==> src/rtl/wordshift_bmu.sv <==
module wordshift_bmu (
  input  logic        clk,
  input  logic        rst_n,
  input  logic        in_valid,
  input  logic [2:0]  op,
  input  logic [31:0] src,
  input  logic [31:0] opnd_b,
  input  logic [4:0]  imm_sh,
  output logic        res_valid,
  output logic [31:0] result,
  output logic        carry_out,
  output logic        carry_valid
);
  localparam logic [2:0] OP_SHL  = 3'b000;
  localparam logic [2:0] OP_SHR  = 3'b001;
  localparam logic [2:0] OP_SRAR = 3'b010;
  localparam logic [2:0] OP_SRAI = 3'b011;
  localparam logic [2:0] OP_CLZ  = 3'b100;
  localparam logic [2:0] OP_BEQ  = 3'b101;
  localparam logic [2:0] OP_SXB  = 3'b110;
  localparam logic [2:0] OP_SXH  = 3'b111;

  logic [4:0]  reg_dist;
  logic        shift_out;
  logic [4:0]  sra_dist;
  logic        sra_full;
  logic [31:0] sra_val;
  logic [31:0] lost_mask;
  logic        sra_carry;
  logic        is_sra;
  logic [5:0]  lz_cnt;
  logic [31:0] beq_val;
  logic [31:0] nxt;

  assign reg_dist  = opnd_b[4:0];
  assign shift_out = opnd_b[5];

  assign sra_dist  = (op == OP_SRAI) ? imm_sh : reg_dist;
  assign sra_full  = (op == OP_SRAR) && shift_out;
  assign sra_val   = sra_full ? {32{src[31]}} : 32'($signed(src) >>> sra_dist);
  assign lost_mask = (32'h1 << sra_dist) - 32'h1;
  assign sra_carry = src[31] & (sra_full ? (|src[30:0]) : (|(src & lost_mask)));
  assign is_sra    = (op == OP_SRAR) || (op == OP_SRAI);

  always_comb begin
    lz_cnt = 6'd32;
    for (int i = 0; i < 32; i++)
      if (src[i]) lz_cnt = 6'(31 - i);
  end

  for (genvar g = 0; g < 4; g++) begin : g_lane
    assign beq_val[8*g +: 8] = (src[8*g +: 8] == opnd_b[8*g +: 8]) ? 8'hFF : 8'h00;
  end

  always_comb begin
    unique case (op)
      OP_SHL:  nxt = shift_out ? 32'h0 : src << reg_dist;
      OP_SHR:  nxt = shift_out ? 32'h0 : src >> reg_dist;
      OP_SRAR,
      OP_SRAI: nxt = sra_val;
      OP_CLZ:  nxt = {26'h0, lz_cnt};
      OP_BEQ:  nxt = beq_val;
      OP_SXB:  nxt = {{24{src[7]}}, src[7:0]};
      OP_SXH:  nxt = {{16{src[15]}}, src[15:0]};
      default: nxt = 32'h0;
    endcase
  end

  always_ff @(posedge clk or negedge rst_n) begin
    if (!rst_n) begin
      res_valid   <= 1'b0;
      result      <= 32'h0;
      carry_out   <= 1'b0;
      carry_valid <= 1'b0;
    end else begin
      res_valid   <= in_valid;
      carry_valid <= in_valid && is_sra;
      if (in_valid) begin
        result    <= nxt;
        carry_out <= is_sra && sra_carry;
      end else begin
        carry_out <= 1'b0;
      end
    end
  end
endmodule

==> config.mk <==
export PLATFORM = sky130hd
export DESIGN_NAME = wordshift_bmu
export DESIGN_NICKNAME = d
export VERILOG_FILES = /design/src/rtl/wordshift_bmu.sv
export SDC_FILE = /design/constraint.sdc
export NUM_CORES = 1
export LEC_CHECK = 0
export CAP_MARGIN = 5
export CORE_MARGIN = 10
export CORE_UTILIZATION = 67
export CTS_CLUSTER_SIZE = 12
export DETAILED_ROUTE_END_ITERATION = 7
export DONT_BUFFER_PORTS = 1
export GPL_ROUTABILITY_DRIVEN = 0
export PLACE_DENSITY = 0.83
export SLEW_MARGIN = 20
export SYNTH_ARGS = -nofsm -noshare
export SYNTH_HDL_FRONTEND = slang
export SYNTH_SLANG_ARGS = --single-unit
==> constraint.sdc <==
create_clock -name clk -period 1.25 [get_ports clk]
set_input_delay 0.125 -clock clk [delete_from_list [all_inputs] [get_ports clk]]
set_output_delay 0.125 -clock clk [all_outputs]
set_load 0.02 [all_outputs]
==> results.sh, run 1 <==
export IMPL_postSynthRegisterBits=35
export IMPL_synth_top_cells_by_count="135 x sky130_fd_sc_hd__nor2_1, 92 x sky130_fd_sc_hd__clkbuf_1, 87 x sky130_fd_sc_hd__mux2i_1"
export IMPL_status="did not finish"
export IMPL_synth_fp_nets=1286
export IMPL_port_buffers=0
export IMPL_largest_net_degree_at_the_start_of_global_routing=88
export IMPL_pre_cts_ws_ns=-1.23
export IMPL_yosysTopAreaCell="sky130_fd_sc_hd__mux4_2"
export IMPL_place_hpwl_um=34300
export IMPL_flow_stopped_at="5_1_grt"
export IMPL_yosysSeqAreaShare_pct=9.28
export IMPL_synth_edff_count=0
export IMPL_num_cts_buffers=5
export IMPL_clock_tree_root_cell="sky130_fd_sc_hd__clkbuf_16"
export IMPL_post_synth_cell_area_avg_um2=7.80
export IMPL_synthesis_area_um2=9430
export IMPL_die_width_um=139
export IMPL_yosys_warnings=0
export IMPL_grt_overflow=1276
export IMPL_floorplan_rows=43
export IMPL_grt_util_all_layers_pct=98.3
export IMPL_library_cell_with_the_highest_instance_count_after_synthesis="sky130_fd_sc_hd__nor2_1"
export IMPL_ffs_w_async_s_r_synth_pct=100
export IMPL_repair_timing_grt_worst_ep="carry_out$_DFF_PN0_/D"
export IMPL_cts_buffer_depth=2
export IMPL_post_synth_main_area_contributors="sky130_fd_sc_hd__mux4_2 18%, sky130_fd_sc_hd__dfrtp_1 9.3%, sky130_fd_sc_hd__mux2i_1 9.2%"
export IMPL_top_level_ports=110
export IMPL_worst_path_end_type="register input"
export IMPL_synth_lib_cells_used_distinct=82
export IMPL_ys_flop_type="sky130_fd_sc_hd__dfrtp_1"
export IMPL_cts_htree_levels=2
export IMPL_die_y_um=139
export IMPL_start_util_pct=68.2
export IMPL_synthDominantCellAreaShare_pct=17.9
export IMPL_netlist_instances=1209
export IMPL_clock_sinks=35
export IMPL_toolErrorMsg="[ERROR GRT-0232] Routing congestion too high. Check the congestion heatmap in the GUI."
## cell families after synthesis
group | Yosys count | synth area share, %
compound gates | 376 | 28.3
mux | 187 | 30.2
buf+inv | 184 | 8.81
simple gates | 388 | 19.7
fa+ha+maj | 2 | 0.265
xor+xnor | 37 | 3.44
flops | 35 | 9.28
## metal layers
metal	GRT usage, %	GRT overflow
met5	69.9	18
met4	103	264
met3	91.8	119
met2	114	784
met1	90.0	91
## metrics by stage
step           std cells  cell area, um^2  utilization (%)
2_1_floorplan       1209             9680                -
3_3_place_gp        1527            11300             82.1
3_5_place_dp        1527            11300             82.1
4_1_cts             1540            11900             85.8
## what timing repair did
item / in CTS
endpoints found under the setup margin: 33
gates cloned: 0
pin swaps: 10
setup buffers: 3
hold buffers: 3
gates resized for setup: 74
endpoints found under the hold margin: 44
==> run 2: changes to the inputs <==
--- a/config.mk
+++ b/config.mk
@@ -7,12 +7,11 @@
 export LEC_CHECK = 0
 export CAP_MARGIN = 5
 export CORE_MARGIN = 10
-export CORE_UTILIZATION = 67
-export CTS_CLUSTER_SIZE = 12
+export CORE_UTILIZATION = 40
 export DETAILED_ROUTE_END_ITERATION = 7
 export DONT_BUFFER_PORTS = 1
 export GPL_ROUTABILITY_DRIVEN = 0
-export PLACE_DENSITY = 0.83
+export PLACE_DENSITY_LB_ADDON = 0.15
 export SLEW_MARGIN = 20
 export SYNTH_ARGS = -nofsm -noshare
 export SYNTH_HDL_FRONTEND = slang
==> results.sh, run 2 <==
export IMPL_die_y_um=174
export IMPL_cp_buffers_inverters=3
export IMPL_synthMuxAreaShare_pct=30.2
export IMPL_relSlewSlack_pct=49.4
export IMPL_worst_setup_slack_final_ns=-0.862
export IMPL_setup_worst_path_end_class="flip-flop"
export IMPL_timing_final_crit_period_ns=2.11
export IMPL_first_iter_violations=2203
export IMPL_timing_reg2reg_worst_path_depth=4
export IMPL_fin_setup_tns_ns=-22.40
export IMPL_finalHoldViolations=0
export IMPL_dp_cells=1710
export IMPL_port_buffers=0
export IMPL_critPathMaxStageDelay_ns=0.42
export IMPL_timing_hold_worst_path_depth=2
export IMPL_layoutNonFillerInstCount=1778
export IMPL_post_synth_and_or_nand_nor_area_fraction_pct=19.7
export IMPL_largest_vdd_supply_drop_mv=0.492
export IMPL_critical_path_class="in -> reg"
export IMPL_post_route_cells_drive_above_1_share_pct=45.0
export IMPL_regMostFlops="result"
export IMPL_yosys_warnings=0
export IMPL_violations="setup timing"
export IMPL_synth_compound_area_share_pct=28.3
export IMPL_synth_fp_nets=1286
export IMPL_insertion_delay_ns=0.30
export IMPL_vias=12946
export IMPL_grt_overflow=0
export IMPL_place_hpwl_um=38100
export IMPL_finalClockSkew_ns=0
export IMPL_flow_area_growth_from_synthesis_pct=45.7
export IMPL_synth_lib_cells_used_distinct=82
export IMPL_cts_htree_levels=2
export IMPL_layout_worst_path_cycle_share_pct=169
export IMPL_maxCapViolCount=0
export IMPL_reg2reg_from="result[7]$_DFFE_PN0P_"
export IMPL_layout_common_cells="342 x sky130_fd_sc_hd__buf_4, 126 x sky130_fd_sc_hd__nor2_1, 76 x sky130_fd_sc_hd__nand2_1"
export IMPL_detail_route_vias_per_cell=7.28
export IMPL_worst_pin_slew_ns=0.757
export IMPL_yosysTopAreaCell="sky130_fd_sc_hd__mux4_2"
export IMPL_fin_hold_ws_ns=0.00698
export IMPL_post_synth_xor_area_fraction_pct=3.44
export IMPL_crit_family="compound AO/OA/AOI/OAI gates"
export IMPL_top_level_ports=110
export IMPL_synth_edff_count=0
export IMPL_netlist_instances=1209
export IMPL_max_freq_ghz=0.474
export IMPL_timing_hold_worst_class="in -> reg"
export IMPL_layout_cells_most_common="sky130_fd_sc_hd__buf_4"
export IMPL_grt_pass1_vias=11604
export IMPL_worst_r2r_setup_slack_ns=0.12
export IMPL_antenna_found_initial=1
export IMPL_synthesis_area_um2=9430
export IMPL_cts_buffer_depth=2
export IMPL_setup_repair_after_global_routing_missed_its_margin="yes"
export IMPL_clock_tree_root_cell="sky130_fd_sc_hd__clkbuf_16"
export IMPL_leakagePower_nw=5.40
export IMPL_die_width_um=174
export IMPL_power_density_nw_per_um2=615
export IMPL_status="finished, violations left"
export IMPL_crit_chain="nand3b_1 > buf_12 > buf_4 > mux2i_4 > nand2_2 > ha_4 > inv_2 > a221oi_2 > nand4_1 > a2111o_1 > nor4_2 > a21oi_1"
export IMPL_floorplan_rows=56
export IMPL_grt_util_all_layers_pct=33.6
export IMPL_yosysSeqAreaShare_pct=9.28
export IMPL_ffs_w_async_s_r_synth_pct=100
export IMPL_worstReg2RegEnd="result[7]$_DFFE_PN0P_"
export IMPL_post_synth_cell_area_avg_um2=7.80
export IMPL_wl_per_cell_um=31.3
export IMPL_report_final_slew_viol_count=0
export IMPL_timing_critical_path_required_ns=1.44
export IMPL_dieArea_um2=30100
export IMPL_ys_flop_type="sky130_fd_sc_hd__dfrtp_1"
export IMPL_postSynthRegisterBits=35
export IMPL_postRouteWirelength_um=55600
export IMPL_final_number_of_setup_violating_endpoints=33
export IMPL_total_power_draw_mw=8.45
export IMPL_coreArea_um2=23300
export IMPL_insertedDiodeCount=0
export IMPL_clk_transition_reported_paths_ns=0.07
export IMPL_slowest_stage="sky130_fd_sc_hd__a2111o_1"
export IMPL_clock_sinks=35
export IMPL_path_max_fanout=17
export IMPL_detail_route_first_pass_iterations=7
export IMPL_post_synth_main_area_contributors="sky130_fd_sc_hd__mux4_2 18%, sky130_fd_sc_hd__dfrtp_1 9.3%, sky130_fd_sc_hd__mux2i_1 9.2%"
export IMPL_start_util_pct=40.4
export IMPL_startpoint_type="primary input"
export IMPL_drcViolationCount=0
export IMPL_synthDominantCellAreaShare_pct=17.9
export IMPL_largest_net_degree_at_the_start_of_global_routing=88
export IMPL_num_cts_buffers=5
export IMPL_hold_path_startpoint="in_valid"
export IMPL_library_cell_with_the_highest_instance_count_after_synthesis="sky130_fd_sc_hd__nor2_1"
export IMPL_critPathArrivalTime_ns=2.30
export IMPL_worst_hold_path_endpoint="result[17]$_DFFE_PN0P_"
export IMPL_synth_top_family_by_area="multiplexers"
export IMPL_adder_cell_share_of_the_synthesized_area_pct=0.265
export IMPL_largest_register_ff_count=32
export IMPL_synth_top_cells_by_count="135 x sky130_fd_sc_hd__nor2_1, 92 x sky130_fd_sc_hd__clkbuf_1, 87 x sky130_fd_sc_hd__mux2i_1"
export IMPL_cts_tree="done"
export IMPL_antenna_violating_nets_post_route=0
export IMPL_nNetsFinal=1535
export IMPL_grt_first_pass_wirelength_um=78600
-- run 2: cell counts after synthesis --
No cell type changed its count.
-- run 2: worst reg2reg max path, stage by stage, from the launching register on --
cell and delay (ns):
sky130_fd_sc_hd__dfrtp_1 0.37, sky130_fd_sc_hd__nor2_1 0.24, sky130_fd_sc_hd__nor3_1 0.12, sky130_fd_sc_hd__a21oi_2 0.19, sky130_fd_sc_hd__o31ai_2 0.08
-- run 2: per-stage QoR --
step	util, %	area (um^2)	setup WS, ns
after floorplan	-	9680	-1.34
after global placement	50.9	11900	-1.32
after detailed placement	50.9	11900	-1.43
after CTS	55.0	12800	-0.820
after global routing	58.9	13700	-0.935
final	58.9	13700	-0.862
-- run 2: power breakdown --
part           internal (mW)  switching [mW]  total (mW)
clock network          0.736           0.588        1.32
logic                   2.83            2.79        5.62
registers               1.27           0.225        1.50
-- run 2: layer usage --
layer,vias to the layer above,share of wire (%),GRT usage (%)
li1,5234,-,-
met1,6090,36,43.7
met2,1294,41,49.2
met3,326,16,12.0
met4,2,7.3,14.6
met5,-,0.023,0
-- run 2: worst max-delay path by stage --
| stage | startpoint | cells after the start | end | slack (ns) |
|---|---|---|---|---|
| CTS | op[2] | 12 | carry_out$_DFF_PN0_ | -0.82 |
| floorplan | op[2] | 16 | carry_out$_DFF_PN0_ | -1.34 |
| global placement | src[9] | 9 | result[2]$_DFFE_PN0P_ | -1.32 |
| finish | op[2] | 12 | carry_out$_DFF_PN0_ | -0.86 |
| global route | op[2] | 11 | result[5]$_DFFE_PN0P_ | -0.94 |
| detailed placement | src[9] | 9 | result[2]$_DFFE_PN0P_ | -1.43 |
-- run 2: area by class of cell --
type / count / area (um^2)
clock buffers: 5 / 125
flip-flops and latches: 35 / 876
well taps: 319 / 399
repair buffers: 398 / 3370
inverters: 28 / 110
clock inverters: 3 / 20.0
multi-input cells: 990 / 8840
fillers: 2049 / 9590
-- run 2: kinds of logic (layout without fill, tap and decap cells) --
group	after synthesis	in the layout
xor gates and xnor gates	37	37
AOI/OAI and AO/OA	376	376
adders and majority gates	2	2
and+or+nand+nor	388	388
buffers and inverters	184	434
DFF	35	35
muxes	187	187
-- run 2: timing repair --
action,4_1_cts,5_1_grt
pin swaps,26,84
setup buffers,23,40
endpoints found under the setup margin,33,33
hold buffers,3,1
gates resized for setup,134,121
endpoints found under the hold margin,50,1
cloned,0,3
No activity file was read; power rests on OpenSTA's default activity.
